`config.mk`:
```
export PLATFORM = sky130hd
export DESIGN_NAME = spi_paged_regport
export DESIGN_NICKNAME = d
export VERILOG_FILES = /design/src/rtl/spi_pra_pkg.sv /design/src/rtl/spi_pra_sync.sv /design/src/rtl/spi_pra_shifter.sv /design/src/rtl/spi_pra_timer.sv /design/src/rtl/spi_paged_regport.sv
export SDC_FILE = /design/constraint.sdc
export NUM_CORES = 1
export LEC_CHECK = 0
export ABC_AREA = 1
export BUFFER_PORTS_ARGS = -buffer_cell sky130_fd_sc_hd__buf_2
export CAP_MARGIN = 40
export CORE_ASPECT_RATIO = 0.75
export CORE_MARGIN = 3
export CORE_UTILIZATION = 63
export DETAILED_ROUTE_END_ITERATION = 10
export HOLD_SLACK_MARGIN = 0.03
export PLACE_DENSITY = 0.85
export SLEW_MARGIN = 20
export SYNTH_ARGS = -nofsm -noshare
export SYNTH_HDL_FRONTEND = slang
export SYNTH_HIERARCHICAL = 1
export SYNTH_SLANG_ARGS = --single-unit
```
`constraint.sdc`:
```
create_clock -name clk -period 4.5 [get_ports clk]
set_input_delay 0.225 -clock clk [delete_from_list [all_inputs] [get_ports clk]]
set_output_delay 0.225 -clock clk [all_outputs]
set_load 0.1 [all_outputs]
```
`src/rtl/spi_pra_pkg.sv`:
```
// Shared types for the serial paged register port.
package spi_pra_pkg;
    // Frame phase: idle, expecting command byte, data bytes, or discarding.
    typedef enum logic [1:0] {
        PH_IDLE = 2'd0,
        PH_CMD  = 2'd1,
        PH_DATA = 2'd2,
        PH_SKIP = 2'd3
    } phase_t;
endpackage

```
`src/rtl/spi_pra_sync.sv`:
```
// Multi-bit input synchronizer.
// Each bit passes through its own flop chain into the core clock domain.
// Assumes the bits are unrelated asynchronous levels; the reset value per bit
// is given so that idle levels are seen during reset.
module spi_pra_sync #(
    parameter int N = 3,
    parameter int STAGES = 2,
    parameter logic [N-1:0] RST_VAL = '0
) (
    input  logic         clk,
    input  logic         rst_n,
    input  logic [N-1:0] async_i,
    output logic [N-1:0] sync_o
);
    for (genvar g = 0; g < N; g++) begin : g_bit
        logic [STAGES-1:0] chain;
        // Shift the raw level through the synchronizer chain.
        always_ff @(posedge clk) begin
            if (!rst_n) chain <= {STAGES{RST_VAL[g]}};
            else        chain <= {chain[STAGES-2:0], async_i[g]};
        end
        assign sync_o[g] = chain[STAGES-1];
    end
endmodule

```
`src/rtl/spi_pra_shifter.sv`:
```
// Byte shifter for SPI mode 0.
// Receive: samples MOSI on each synchronized rising SCLK edge and reports a
// complete byte combinationally on the edge that delivers its last bit.
// Transmit: MISO is the MSB of a shift register that advances on falling
// edges inside a byte, and can be parallel-loaded between bytes.
// Assumes rise/fall strobes are single-cycle and never coincide.
module spi_pra_shifter #(
    parameter int W = 8
) (
    input  logic         clk,
    input  logic         rst_n,
    input  logic         clear_i,
    input  logic         rise_i,
    input  logic         fall_i,
    input  logic         mosi_i,
    input  logic         load_i,
    input  logic [W-1:0] load_data_i,
    output logic [W-1:0] rx_byte_o,
    output logic         byte_done_o,
    output logic         partial_o,
    output logic         miso_o
);
    localparam int CW = $clog2(W);
    localparam logic [CW-1:0] LAST = CW'(W - 1);

    logic [CW-1:0] bit_cnt;
    logic [W-1:0]  rx_sr;
    logic [W-1:0]  tx_sr;

    assign rx_byte_o   = {rx_sr[W-2:0], mosi_i};
    assign byte_done_o = rise_i && (bit_cnt == LAST);
    assign partial_o   = (bit_cnt != '0);
    assign miso_o      = tx_sr[W-1];

    // Count received bits and collect them MSB first.
    always_ff @(posedge clk) begin
        if (!rst_n || clear_i) begin
            bit_cnt <= '0;
            rx_sr   <= '0;
        end else if (rise_i) begin
            bit_cnt <= (bit_cnt == LAST) ? '0 : bit_cnt + CW'(1);
            rx_sr   <= {rx_sr[W-2:0], mosi_i};
        end
    end

    // Hold, load or advance the outgoing byte.
    always_ff @(posedge clk) begin
        if (!rst_n || clear_i)           tx_sr <= '0;
        else if (load_i)                 tx_sr <= load_data_i;
        else if (fall_i && partial_o)    tx_sr <= {tx_sr[W-2:0], 1'b0};
    end


    miso_hold_chk: assert property (@(posedge clk) disable iff (!rst_n)
        (!fall_i && !load_i && !clear_i) |=> $stable(miso_o));
endmodule

```
`src/rtl/spi_pra_timer.sv`:
```
// Handshake timing for the port.
// Three down/up counters in core clocks: the start-up window after reset,
// the pause after each byte (length chosen by direction), and the recovery
// pause after deselect. Assumes loads are single-cycle strobes.
module spi_pra_timer #(
    parameter int STARTUP_CYC = 1100,
    parameter int GAP_WR = 5,
    parameter int GAP_RD = 14,
    parameter int IDLE_GAP = 4
) (
    input  logic clk,
    input  logic rst_n,
    input  logic gap_load_i,
    input  logic gap_rd_i,
    input  logic idle_load_i,
    output logic startup_done_o,
    output logic gap_busy_o,
    output logic idle_busy_o,
    output logic idle_last_o
);
    localparam int GAP_MAX = (GAP_RD > GAP_WR) ? GAP_RD : GAP_WR;
    localparam int SW = $clog2(STARTUP_CYC + 1);
    localparam int GW = $clog2(GAP_MAX + 1);
    localparam int IW = $clog2(IDLE_GAP + 1);

    logic [SW-1:0] start_cnt;
    logic [GW-1:0] gap_cnt;
    logic [IW-1:0] idle_cnt;

    assign startup_done_o = (start_cnt == SW'(STARTUP_CYC));
    assign gap_busy_o     = (gap_cnt != '0);
    assign idle_busy_o    = (idle_cnt != '0);
    assign idle_last_o    = (idle_cnt == IW'(1));

    // Count up once after reset until the start-up window is over.
    always_ff @(posedge clk) begin
        if (!rst_n)               start_cnt <= '0;
        else if (!startup_done_o) start_cnt <= start_cnt + SW'(1);
    end

    // Inter-byte pause counter.
    always_ff @(posedge clk) begin
        if (!rst_n)          gap_cnt <= '0;
        else if (gap_load_i) gap_cnt <= gap_rd_i ? GW'(GAP_RD) : GW'(GAP_WR);
        else if (gap_busy_o) gap_cnt <= gap_cnt - GW'(1);
    end

    // Post-deselect recovery counter.
    always_ff @(posedge clk) begin
        if (!rst_n)           idle_cnt <= '0;
        else if (idle_load_i) idle_cnt <= IW'(IDLE_GAP);
        else if (idle_busy_o) idle_cnt <= idle_cnt - IW'(1);
    end


    idle_ends_chk: assert property (@(posedge clk) disable iff (!rst_n)
        (idle_last_o && !idle_load_i) |=> !idle_busy_o);
endmodule

```
`src/rtl/spi_paged_regport.sv`:
```
// Serial paged register port, top level.
// Decodes SPI select frames into byte-wide register accesses. The command
// byte carries direction (bit 7) and page offset; data bytes follow with an
// optional address increment. Read data is prefetched during the byte gap.
// Assumes SCLK, SSEL and MOSI change slowly relative to clk (at least a few
// core clocks per SCLK phase) and that reg_rdata is valid one cycle after
// reg_rd.
module spi_paged_regport
    import spi_pra_pkg::*;
#(
    parameter int PAGE_W = 4,
    parameter int BYTE_W = 8,
    parameter int STARTUP_CYC = 1100,
    parameter int GAP_WR = 5,
    parameter int GAP_RD = 14,
    parameter int IDLE_GAP = 4,
    parameter int SYNC_STAGES = 2
) (
    input  logic                        clk,
    input  logic                        rst_n,
    input  logic                        ssel_n,
    input  logic                        sclk,
    input  logic                        mosi,
    output logic                        miso,
    output logic                        rdy,
    output logic                        spi_err,
    input  logic                        incr_en,
    input  logic [PAGE_W-1:0]           page,
    output logic [PAGE_W+BYTE_W-2:0]    reg_addr,
    output logic                        reg_wr,
    output logic [BYTE_W-1:0]           reg_wdata,
    output logic                        reg_rd,
    input  logic [BYTE_W-1:0]           reg_rdata
);
    localparam int OFF_W = BYTE_W - 1;
    localparam int AW = PAGE_W + OFF_W;

    // Synchronized pins: bit 0 select, bit 1 clock, bit 2 data.
    logic [2:0] pins_s;
    logic       s_ssel_n, s_sclk, s_mosi;
    logic       ssel_d, sclk_d;
    logic       sclk_rise, sclk_fall, sel_fall, sel_rise;

    spi_pra_sync #(
        .N(3), .STAGES(SYNC_STAGES), .RST_VAL(3'b001)
    ) u_sync (
        .clk(clk), .rst_n(rst_n),
        .async_i({mosi, sclk, ssel_n}),
        .sync_o(pins_s)
    );

    assign s_ssel_n = pins_s[0];
    assign s_sclk   = pins_s[1];
    assign s_mosi   = pins_s[2];

    // Remember previous synchronized levels for edge detection.
    always_ff @(posedge clk) begin
        if (!rst_n) begin
            ssel_d <= 1'b1;
            sclk_d <= 1'b0;
        end else begin
            ssel_d <= s_ssel_n;
            sclk_d <= s_sclk;
        end
    end

    assign sclk_rise = s_sclk & ~sclk_d;
    assign sclk_fall = ~s_sclk & sclk_d;
    assign sel_fall  = ~s_ssel_n & ssel_d;
    assign sel_rise  = s_ssel_n & ~ssel_d;

    // Frame control state.
    phase_t              phase;
    logic                dir_rd_q;
    logic [OFF_W-1:0]    off_q;
    logic [AW-1:0]       addr_q;
    logic                wr_q, rd_q, ld_q, err_q;
    logic [BYTE_W-1:0]   wdata_q;

    logic [BYTE_W-1:0]   rx_byte;
    logic                byte_done, partial;
    logic                startup_done, gap_busy, idle_busy, idle_last;
    logic                in_frame, ready, violation, gap_load, gap_rd;
    logic [OFF_W-1:0]    nxt_off;

    assign in_frame  = (phase == PH_CMD) || (phase == PH_DATA);
    assign ready     = startup_done & ~gap_busy & ~idle_busy & ~err_q;
    assign violation = in_frame && sclk_rise && gap_busy;
    assign gap_load  = in_frame && byte_done && !violation && !sel_rise;
    assign gap_rd    = (phase == PH_CMD) ? rx_byte[BYTE_W-1] : dir_rd_q;
    assign nxt_off   = incr_en ? off_q + OFF_W'(1) : off_q;

    spi_pra_shifter #(.W(BYTE_W)) u_shift (
        .clk(clk), .rst_n(rst_n),
        .clear_i(sel_fall),
        .rise_i(sclk_rise),
        .fall_i(sclk_fall),
        .mosi_i(s_mosi),
        .load_i(ld_q),
        .load_data_i(reg_rdata),
        .rx_byte_o(rx_byte),
        .byte_done_o(byte_done),
        .partial_o(partial),
        .miso_o(miso)
    );

    spi_pra_timer #(
        .STARTUP_CYC(STARTUP_CYC), .GAP_WR(GAP_WR),
        .GAP_RD(GAP_RD), .IDLE_GAP(IDLE_GAP)
    ) u_timer (
        .clk(clk), .rst_n(rst_n),
        .gap_load_i(gap_load),
        .gap_rd_i(gap_rd),
        .idle_load_i(sel_rise),
        .startup_done_o(startup_done),
        .gap_busy_o(gap_busy),
        .idle_busy_o(idle_busy),
        .idle_last_o(idle_last)
    );

    // Frame sequencing: command decode, access issue, fault capture.
    always_ff @(posedge clk) begin
        if (!rst_n) begin
            phase    <= PH_IDLE;
            dir_rd_q <= 1'b0;
            off_q    <= '0;
            addr_q   <= '0;
            wdata_q  <= '0;
            wr_q     <= 1'b0;
            rd_q     <= 1'b0;
            ld_q     <= 1'b0;
            err_q    <= 1'b0;
        end else begin
            wr_q <= 1'b0;
            rd_q <= 1'b0;
            ld_q <= rd_q;
            if (idle_last && phase == PH_IDLE) err_q <= 1'b0;
            if (sel_rise) begin
                if (in_frame && partial) err_q <= 1'b1;
                phase <= PH_IDLE;
            end else if (sel_fall) begin
                phase <= ready ? PH_CMD : PH_SKIP;
            end else if (violation) begin
                err_q <= 1'b1;
                phase <= PH_SKIP;
            end else if (in_frame && byte_done) begin
                if (phase == PH_CMD) begin
                    dir_rd_q <= rx_byte[BYTE_W-1];
                    off_q    <= rx_byte[OFF_W-1:0];
                    phase    <= PH_DATA;
                    if (rx_byte[BYTE_W-1]) begin
                        rd_q   <= 1'b1;
                        addr_q <= {page, rx_byte[OFF_W-1:0]};
                    end
                end else if (dir_rd_q) begin
                    rd_q   <= 1'b1;
                    addr_q <= {page, nxt_off};
                    off_q  <= nxt_off;
                end else begin
                    wr_q    <= 1'b1;
                    wdata_q <= rx_byte;
                    addr_q  <= {page, off_q};
                    off_q   <= nxt_off;
                end
            end
        end
    end

    assign rdy       = ready;
    assign spi_err   = err_q;
    assign reg_addr  = addr_q;
    assign reg_wr    = wr_q;
    assign reg_wdata = wdata_q;
    assign reg_rd    = rd_q;


    wr_from_byte_chk: assert property (@(posedge clk) disable iff (!rst_n)
        reg_wr |-> $past(byte_done));

    load_in_gap_chk: assert property (@(posedge clk) disable iff (!rst_n)
        ld_q |-> gap_busy);

    start_gate_chk: assert property (@(posedge clk) disable iff (!rst_n)
        (phase == PH_CMD) |-> startup_done);

    desel_pause_chk: assert property (@(posedge clk) disable iff (!rst_n)
        sel_rise |=> !rdy);

    err_no_write_chk: assert property (@(posedge clk) disable iff (!rst_n)
        spi_err |-> !reg_wr);
endmodule

```
== Word-level counts from Yosys, hierarchy flattened ==
Cells that the tools add are included.

* $add $sub $neg: 5
* Eq/ne operators: 6
* Multiplexer cells: 28
* Bitwise operators: 21
* Reductions and logical operators: 30

{| class="wikitable"
|+ Operator list
! cell !! count
|-
| two-way mux 11 bit || 2
|-
| two-way mux 7 bit || 3
|-
| two-way mux 8 bit || 2
|-
| inverter 1 bit || 14
|-
| two-way mux 4 bit || 3
|-
| nonzero test 3 bit || 4
|-
| adder 11 x 1 -> 11 bit, second input constant || 1
|-
| equality test 11 bit, second input constant || 1
|-
| two-way mux 1 bit || 10
|-
| two-way mux 2 bit || 5
|-
| logical AND 1 bit || 9
|-
| two-way mux 3 bit || 3
|-
| adder 7 x 1 -> 7 bit, second input constant || 1
|-
| bitwise AND 1 bit || 7
|-
| AND reduction 6 bit || 1
|-
| nonzero test 2 bit || 3
|-
| OR reduction 6 bit || 1
|-
| AND reduction 5 bit || 1
|-
| OR reduction 5 bit || 1
|-
| AND reduction 4 bit || 1
|-
| nonzero test 4 bit || 1
|-
| subtractor 4 x 1 -> 4 bit, second input constant || 1
|-
| adder 3 x 1 -> 3 bit, second input constant || 1
|-
| equality test 3 x 1 -> 1 bit, second input constant || 1
|-
| other kinds (10) || 13
|}

* Register bits after elaboration: 77
* Input port bits: 18

== Depth between registers and ports, before layout ==
Gate-level depths: netlist (run 1).

* Word-level depth: 8
* Gate-level depth with buffers: 15

== Modules after synthesis ==
Netlist (run 1), hierarchy kept.

{| class="wikitable"
|+ By module, submodules not included
! module !! times used !! cells each !! area each (µm²) !! seq. area each (µm²)
|-
| spi_paged_regport || 1 || 265 || 1,858.0 || 700.7
|-
| spi_pra_timer || 1 || 142 || 1,022.2 || 360.3
|-
| spi_pra_shifter || 1 || 112 || 857.1 || 360.3
|-
| spi_pra_sync || 1 || 21 || 187.7 || 120.1
|}

== Least setup slack after synthesis (run 1) ==
Ideal clock, no wire load.

* Kind: reg-to-output
* From: register u_timer.start_cnt[1]
* To: output port rdy
* Arrival time: 3.799 ns
* Required time: 4.275 ns
* Setup slack: 0.476 ns
* Stages on the path, launching flop included: 7
* Buffers on the path: 0
* Cell sequence: dfxtp_1 inv_1 ha_1 nand4_1 nor2_4 inv_1 nor4_1

* Word-level cells in the longest chain between the ends: 4

{| class="wikitable"
|+ RTL lines
! item !! RTL line !! source
|-
| from (decl) || spi_pra_timer.sv:26 || <nowiki>logic [SW-1:0] start_cnt;</nowiki>
|-
| from (signal assigned) || spi_pra_timer.sv:38 || <nowiki>else if (!startup_done_o) start_cnt <= start_cnt + SW'(1);</nowiki>
|-
| equality test 11 bit || spi_pra_timer.sv:30 || <nowiki>assign startup_done_o = (start_cnt == SW'(STARTUP_CYC));</nowiki>
|-
| named net startup_done || spi_paged_regport.sv:82 || <nowiki>logic startup_done, gap_busy, idle_busy, idle_last;</nowiki>
|-
| bitwise AND 1 bit (3 in a row) || spi_paged_regport.sv:87 || <nowiki>assign ready = startup_done & ~gap_busy & ~idle_busy & ~err_q;</nowiki>
|-
| to (decl) || spi_paged_regport.sv:25 || <nowiki>output logic rdy,</nowiki>
|}

The timed path passes the listed nets, and every way through them passes these cells.

== Worst setup path after layout (run 1) ==
Same ends and word-level chain as after synthesis.

==> impl_metrics.ini, run 1 <==
[detailed_routing]
wl_per_cell_um = 12.4
vias = 3468
first_pass_iters = 6
routed_via_density = 5.27
drc = 0
drt_iter0_drc = 217
final_antenna_net_count = 0
routed_wl_mm = 8.15

[sta]
skew_ns = 0.00832
max_freq_mhz = 410
tns_ns = 0
max_slew_margin_pct = 48.5
final-setup-viol-count = 0
fin_crit_ns = 2.44
rsz0062_at_grt = no
slew_viol_final = 0
post-route-period-util_pct = 54.2
whs_ns = 0.0445
hold_viol = 0
tightest_slew_ns = 0.772

[power]
powerDensity_mw_per_mm2 = 377
peakVddDrop_mv = 0.275
static-leakage-power_nw = 2.05
p_total_mw = 1.63

[worst_setup_path]
critical_path_buf_inv_count = 3
cp_data_required_time_ns = 4.28
start_kind = flip-flop
worst_path_most_repeated_cell = inv_1
crit_fanout = 5
crit_path_max_incr_delay_ns = 0.49
crit_type = reg -> out
slowest_stage = buf_2
cp.arrival_ns = 2.21
crit_chain = inv_1 > ha_1 > nand4_1 > nor2_4 > inv_1 > nor4_1 > buf_2
end_kind = primary output
critical_path.top_delay_family = buffers and inverters

[die]
die_w_um = 97.1
row_count = 24
start_util_pct = 66.3
die_height_um = 74.4
io_pins = 42
die_area_mm2 = 0.00722
coreArea_mm2 = 0.00592

[finish]
most-common-layout-cells = 135 x nand2_1, 77 x dfxtp_1, 64 x nor2_1, 62 x inv_1, 44 x a21oi_1
final_nets = 608
drive_gt1_share_pct = 16.4
final_core_util_pct = 73.1
n_antenna_cell = 0
syn_to_final_growth_pct = 10.1
final_common_cell = nand2_1

[cts]
numCtsBuffers = 9
post_cts_buffers = 0
cts_tree = yes
htree_num_levels = 3
cts-root-buf = clkbuf_8
cts_resized = 0
clockBufferDepth = 2
cts_hold_buf = 0
cts.sinks = 77
clkSlewWorstSetupHoldPaths_ns = 0.07
clock_latency_ns = 0.35

[global_route]
track_usage_pct = 23.1
grt_pass1_vias = 3113
antenna_found_initial = 0
grt_pass1_wl_mm = 13.8
grt_start_max_net_pins = 44
overflow = 0

[placement]
place_congestion = 0.842
portBuffers = 41
dpl.hpwl_mm = 5.79

[outcome]
status = completed

[min_path]
hp-class = in -> reg

[synth]
avgSynthCellArea_um2 = 7.27
ys_seq_area_share_pct = 39.3
syn-num-nets = 573
netlist_area_mm2 = 0.00393
yosysWarnings = 6
ys_seq_elements = 77
syn_inst = 540
ys_types = 42

[run]
maxCapViolations = 0
worst reg2reg max path, cell delays in order (launching register included):
cell     delay, ns
dfxtp_1       0.37
inv_1         0.09
nor2_4        0.26
nand2_1       0.14
inv_1         0.09
nand2_2       0.09
nor2_4        0.13
nand3_4       0.21
nor2_4        0.24
inv_2         0.10
nor2_1        0.10
nor2_1        0.06
metrics by stage:
step / std cells / setup WS, ns / instance area, µm²
detailed placement: 642 / 2.50 / 4080
finish: 658 / 2.06 / 4320
floorplan: 540 / 0.476 / 3930
CTS: 658 / 2.09 / 4320
global placement: 642 / 2.59 / 4080
global route: 658 / 1.98 / 4320
cells by family after synthesis:
group / after synthesis / synth area share, %
compound gates: 79 / 11.3
xor+xnor: 5 / 1.12
fa+ha+maj: 15 / 4.78
buf+inv: 88 / 10.9
flops: 77 / 39.3
simple gates: 276 / 32.7
power breakdown:
group	switching, mW	internal, mW
clock network	0.245	0.383
registers	0.0257	0.719
logic	0.169	0.0890
registers in the layout, indices dropped and copies added (netlist names):
register and count:
ld_q 1, u_timer/idle_cnt 3, u_sync/g_bit.chain 6, phase 2
ssel_d 1, u_shift/bit_cnt 3, reg_addr 11, u_shift/tx_sr 8
reg_rd 1, u_timer/gap_cnt 4, u_shift/rx_sr 7, spi_err 1
reg_wr 1, off_q 7, reg_wdata 8, dir_rd_q 1
sclk_d 1, u_timer/start_cnt 11
final timing paths:
| path | to | cells after the start | start | slack, ns |
|---|---|---|---|---|
| max | rdy | 7 | u_timer/start_cnt[1] | 2.06 |
| min | u_sync/g_bit[0].chain[0] | 3 | ssel_n | 0.04 |
| max reg2reg | reg_wdata[4] | 11 | u_sync/g_bit[1].chain[1] | 2.53 |
| min reg2reg | u_sync/g_bit[0].chain[1] | 2 | u_sync/g_bit[0].chain[0] | 0.42 |
layer usage:
| metal | track usage (%) | part of all wire (%) | vias to the layer above |
|---|---|---|---|
| met5 | 0 | 0 | - |
| met4 | 7.79 | 1.1 | 0 |
| li1 | - | - | 1784 |
| met3 | 5.53 | 6.9 | 15 |
| met2 | 37.7 | 44 | 118 |
| met1 | 30.8 | 48 | 1551 |
cell type report:
cell class	count	area (µm²)
timing repair buffer	41	205
fill	452	1590
sequential	77	1540
inverter	71	280
tap	78	97.6
multi-input combinational	375	1960
clock buffer	12	145
clock inverter	4	95.1
cells in the mapped netlist (all sizes together):
library cell,n,share of area (%)
a211oi,4,1.0
a21oi,47,6.3
a31oi,1,0.16
buf,14,3.4
clkbuf,3,0.29
clkinv,1,0.13
dfxtp,77,39
ha,15,4.8
inv,70,7.0
nand2,143,15
nand3,41,6.3
nand3b,2,0.38
nand4,8,1.3
nor2,77,9.3
nor3,3,0.51
nor4,1,0.16
o211ai,1,0.19
o21a,2,0.38
o21ai,21,2.7
o21bai,1,0.19
o22ai,1,0.16
o31a,1,0.22
or2,1,0.16
xnor2,2,0.45
xor2,3,0.67
Power figures use the tool's default switching activity.
==> run 2: changes to the inputs <==
--- a/config.mk
+++ b/config.mk
@@ -10,10 +10,10 @@
 export CAP_MARGIN = 40
 export CORE_ASPECT_RATIO = 0.75
 export CORE_MARGIN = 3
-export CORE_UTILIZATION = 63
+export CORE_UTILIZATION = 59
 export DETAILED_ROUTE_END_ITERATION = 10
 export HOLD_SLACK_MARGIN = 0.03
-export PLACE_DENSITY = 0.85
+export PLACE_DENSITY = 0.8
 export SLEW_MARGIN = 20
 export SYNTH_ARGS = -nofsm -noshare
 export SYNTH_HDL_FRONTEND = slang
==> constraint.sdc (replaced) <==
create_clock -name clk -period 2.25 [get_ports clk]
set_input_delay 0.1125 -clock clk [delete_from_list [all_inputs] [get_ports clk]]
set_output_delay 0.1125 -clock clk [all_outputs]
set_load 0.1 [all_outputs]
==> run 2 against run 1 <==
Register-to-register slack lost 2.3 ns. Power grew 90%. Utilization shrank 3.9 points. Hold slack gained 0.053 ns. Clock skew is essentially flat. Critical path type unchanged. Largest cell class unchanged.
==> impl_metrics.ini, run 2 (synthesis gave the netlist of run 1 again) <==
[sta]
max_freq_mhz = 472
max_slew_margin_pct = 53.0
slew_viol_final = 0
final-setup-viol-count = 0
hold_viol = 0
post-route-period-util_pct = 94.1
tns_ns = 0
skew_ns = 0.00858
rsz0062_at_grt = no
tightest_slew_ns = 0.704
fin_crit_ns = 2.12
whs_ns = 0.0978

[finish]
syn_to_final_growth_pct = 12.4
n_antenna_cell = 0
fin_cells = 673
most-common-layout-cells = 135 x nand2_1, 77 x dfxtp_1, 64 x nor2_1, 62 x inv_1, 44 x a21oi_1
multi_input_area_mm2 = 0.00197
finalInstanceArea_mm2 = 0.00441
final_nets = 620
drive_gt1_share_pct = 17.2
seqCellArea_mm2 = 0.00154
final_common_cell = nand2_1
n_fill_cell = 553

[die]
coreArea_mm2 = 0.00638
die_area_mm2 = 0.00768
io_pins = 42
start_util_pct = 61.5
die_w_um = 100
row_count = 25
die_height_um = 76.6

[detailed_routing]
routed_via_density = 5.17
drc = 0
routed_wl_mm = 8.42
vias = 3481
final_antenna_net_count = 0
wl_per_cell_um = 12.5
first_pass_iters = 5
drt_iter0_drc = 152

[cts]
cts-root-buf = clkbuf_8
numCtsBuffers = 9
clockBufferDepth = 2
cts_tree = yes
cts.sinks = 77
clock_latency_ns = 0.36
clkSlewWorstSetupHoldPaths_ns = 0.08
post_cts_buffers = 0
htree_num_levels = 3

[global_route]
antenna_found_initial = 0
overflow = 0
grt_pass1_vias = 3246
grt_pass1_wl_mm = 14.7
track_usage_pct = 23.6
grt_start_max_net_pins = 27

[placement]
placed_cell_area_mm2 = 0.00413
dpl.cell_count = 649
portBuffers = 41
dpl.hpwl_mm = 6.00
place_congestion = 0.869

[worst_setup_path]
start_kind = flip-flop
r2r_cells = 9
crit_fanout = 5
cp_data_required_time_ns = 2.14
crit_start = u_timer/start_cnt[0]
crit_type = reg -> out
end_kind = primary output
cp.arrival_ns = 2.01
rr_startpoint = u_timer/gap_cnt[0]

[power]
static-leakage-power_nw = 2.07
powerDensity_mw_per_mm2 = 703
peakVddDrop_mv = 0.484

[run]
maxCapViolations = 0

[min_path]
whs_path_depth = 5
hold_start = reg_rdata[2]
hp-class = in -> reg

[outcome]
status = completed
-- run 2: cell types whose count changed in the layout (fill, tap and decap cells not counted), sizes merged --
cell         before  now
buf              41   45
bufinv            3    1
clkbuf           12   10
clkinv            2    3
clkinvlp          0    3
dlygate4sd3       0    8
-- run 2: what timing repair did --
| action | CTS | global route |
|---|---|---|
| resized for setup | 0 | 2 |
| endpoints found under the setup margin | 0 | 1 |
| hold endpoints to repair | 8 | 0 |
| hold buffers | 8 | 0 |
-- run 2: area by class of cell --
class	count	share of cell area (%)
multi-input combinational	375	44.7
inverter	71	6.35
timing repair buffer	53	7.20
tap	81	2.30
clock buffer	10	3.12
clock inverter	6	1.42
sequential	77	34.9
-- run 2: final timing paths --
path / to / slack, ns
max reg2reg: reg_wdata[6] / 0.24
max: rdy / 0.13
min reg2reg: u_sync/g_bit[0].chain[1] / 0.41
min: u_shift/tx_sr[2] / 0.1
-- run 2: report_power, final --
group	total, mW	internal (mW)	switching [mW]	leakage, nW
combinational	0.559	0.194	0.365	1.36
clock	1.06	0.538	0.518	0.0943
sequential	1.49	1.44	0.0523	0.625
total	3.10	2.17	0.935	2.07
-- run 2: worst max-delay path, stage by stage (launching register included) --
cell and delay, ns:
dfxtp_1 0.34, inv_1 0.11, ha_1 0.19, nand4_1 0.18
nor2_4 0.20, inv_1 0.09, nor4_4 0.20, buf_4 0.32
-- run 2: metal layers --
layer	share of wire, %	GRT usage, %
met4	1.3	7.81
met3	6.9	6.95
met2	43	35.6
met1	48	32.3
met5	0	0
-- run 2: metrics by stage --
stage | power [mW] | setup slack, ns | util (%)
finish | 3.10 | 0.132 | 69.2
global route | 3.27 | 0.0291 | 69.2
CTS | 3.12 | 0.00485 | 69.1
detailed placement | 2.07 | 0.268 | 64.7
global placement | 2.03 | 0.390 | 64.7
floorplan | 1.94 | 0.125 | -
==> run 3: changes to the inputs <==
==> constraint.sdc (replaced) <==
create_clock -name clk -period 2 [get_ports clk]
set_input_delay 0.1 -clock clk [delete_from_list [all_inputs] [get_ports clk]]
set_output_delay 0.1 -clock clk [all_outputs]
set_load 0.1 [all_outputs]
==> run 3 against run 2 <==
Global-route usage down 0.068 points. Largest cell class unchanged. First-iteration DRC count up 22%. Register-to-register slack worse by 0.04 ns. Combinational power up 22%. Worst setup slack worse by 0.070 ns. Non-clock buffer count up 8. Critical endpoint unchanged. Critical path depth unchanged.
==> impl_metrics.ini, run 3 (synthesis gave the netlist of run 1 again) <==
[outcome]
status = completed

[sta]
hold_viol = 0
post-route-period-util_pct = 96.9
fin_crit_ns = 1.94
whs_ns = 0.0850
tns_ns = 0
tightest_slew_ns = 0.489
rsz0062_at_grt = yes
max_freq_mhz = 516
skew_ns = 0.00691
final-setup-viol-count = 0
slew_viol_final = 0
max_slew_margin_pct = 67.6

[detailed_routing]
first_pass_iters = 5
routed_wl_mm = 8.66
drt_iter0_drc = 185
drc = 0
routed_via_density = 5.21
wl_per_cell_um = 12.7
final_antenna_net_count = 0
vias = 3550

[worst_setup_path]
cp_data_required_time_ns = 1.90
r2r_cells = 9
cp.arrival_ns = 1.84
start_kind = flip-flop
rr_startpoint = phase[0]
cp-endpoint = rdy
crit_start = u_timer/start_cnt[0]
crit_fanout = 4
crit_type = reg -> out
worstReg2RegEnd = reg_wdata[5]
end_kind = primary output
r2r_slack_ns = 0.20

[cts]
clockBufferDepth = 2
cts_tree = yes
cts-root-buf = clkbuf_8
clkSlewWorstSetupHoldPaths_ns = 0.08
cts.sinks = 77
clock_latency_ns = 0.35
numCtsBuffers = 9
htree_num_levels = 3

[power]
p_total_mw = 3.62
powerDensity_mw_per_mm2 = 801
peakVddDrop_mv = 0.573
static-leakage-power_nw = 2.13

[finish]
final_nets = 628
final_common_cell = nand2_1
n_antenna_cell = 0
syn_to_final_growth_pct = 15.1
most-common-layout-cells = 135 x nand2_1, 75 x dfxtp_1, 64 x nor2_1, 59 x inv_1, 44 x a21oi_1
drive_gt1_share_pct = 19.0

[run]
maxCapViolations = 0

[global_route]
antenna_found_initial = 0
track_usage_pct = 23.5
grt_pass1_vias = 3268
overflow = 0
grt_pass1_wl_mm = 14.7
grt_start_max_net_pins = 20

[die]
io_pins = 42
row_count = 25
die_height_um = 76.6
die_w_um = 100
die_area_mm2 = 0.00768
start_util_pct = 61.5
coreArea_mm2 = 0.00638

[placement]
portBuffers = 41
dpl.hpwl_mm = 6.18
place_congestion = 0.865

[min_path]
hp-class = in -> reg
==> run 3: cell count changes in the layout (fill, tap and decap cells not counted), moves of 2 or more <==
cell,change
buf_12,+2
buf_4,+6
clkbuf_1,+2
clkinvlp_4,-3
dfxtp_1,-2
dfxtp_2,+2
inv_1,-3
inv_2,+3
==> run 3: where the power goes <==
| part | leakage [nW] | internal [mW] | switching (mW) |
|---|---|---|---|
| combinational | 1.40 | 0.251 | 0.431 |
| clock | 0.107 | 0.698 | 0.561 |
| sequential | 0.625 | 1.62 | 0.0617 |
==> run 3: worst max-delay path, stage by stage, from the launching register on <==
cell and delay [ns]:
dfxtp_2 0.34, inv_2 0.08, ha_4 0.13, nand4_1 0.16, nor2_4 0.15, inv_2 0.06, nor4_4 0.33, buf_12 0.21
==> run 3: per-stage QoR <==
step / instance area, µm² / utilization (%) / cells / worst slack, ns
after floorplan: 3950 / - / 540 / -0.0534
after global placement: 4170 / 65.4 / 651 / 0.257
after detailed placement: 4170 / 65.4 / 651 / 0.181
after CTS: 4470 / 70.0 / 676 / 0.0339
after global routing: 4520 / 70.8 / 681 / -0.0652
final: 4520 / 70.8 / 681 / 0.0615
==> run 3: how the worst min path moves through the flow <==
| stage | from | slack (ns) | to | depth (start not counted) |
|---|---|---|---|---|
| global route | reg_rdata[2] | 0.09 | u_shift/tx_sr[2] | 5 |
| detailed placement | ssel_n | 0.28 | u_sync/g_bit[0].chain[0] | 3 |
| CTS | reg_rdata[2] | 0.06 | u_shift/tx_sr[2] | 5 |
| finish | reg_rdata[2] | 0.09 | u_shift/tx_sr[2] | 5 |
| global placement | ssel_n | 0.28 | u_sync/g_bit[0].chain[0] | 3 |
| floorplan | rst_n | 0.17 | u_sync/g_bit[0].chain[0] | 1 |
==> run 3: what timing repair did <==
| item | 4_1_cts | 5_1_grt |
|---|---|---|
| endpoints found under the setup margin | 1 | 9 |
| gates resized for setup | 0 | 1 |
| setup buffers | 1 | 5 |
| pin swaps | 1 | 4 |
| hold endpoints to repair | 8 | 0 |
| hold buffers | 8 | 0 |
==> run 3: cell type report <==
cell class / instances / area (µm²)
Fill cell: 529 / 1860
Timing Repair Buffer: 61 / 403
Clock buffer: 11 / 131
Multi-Input combinational cell: 375 / 1980
Sequential cell: 77 / 1540
Tap cell: 81 / 101
Clock inverter: 5 / 75.1
Inverter: 71 / 280
==> run 3: per-layer routing <==
metal | global-route usage (%) | wire (µm) | vias to the layer above
li1 | - | - | 1818
met1 | 32.2 | 4310 | 1640
met2 | 36.3 | 3820 | 83
met3 | 6.04 | 463 | 9
met4 | 7.27 | 65 | 0
met5 | 0 | 0 | -
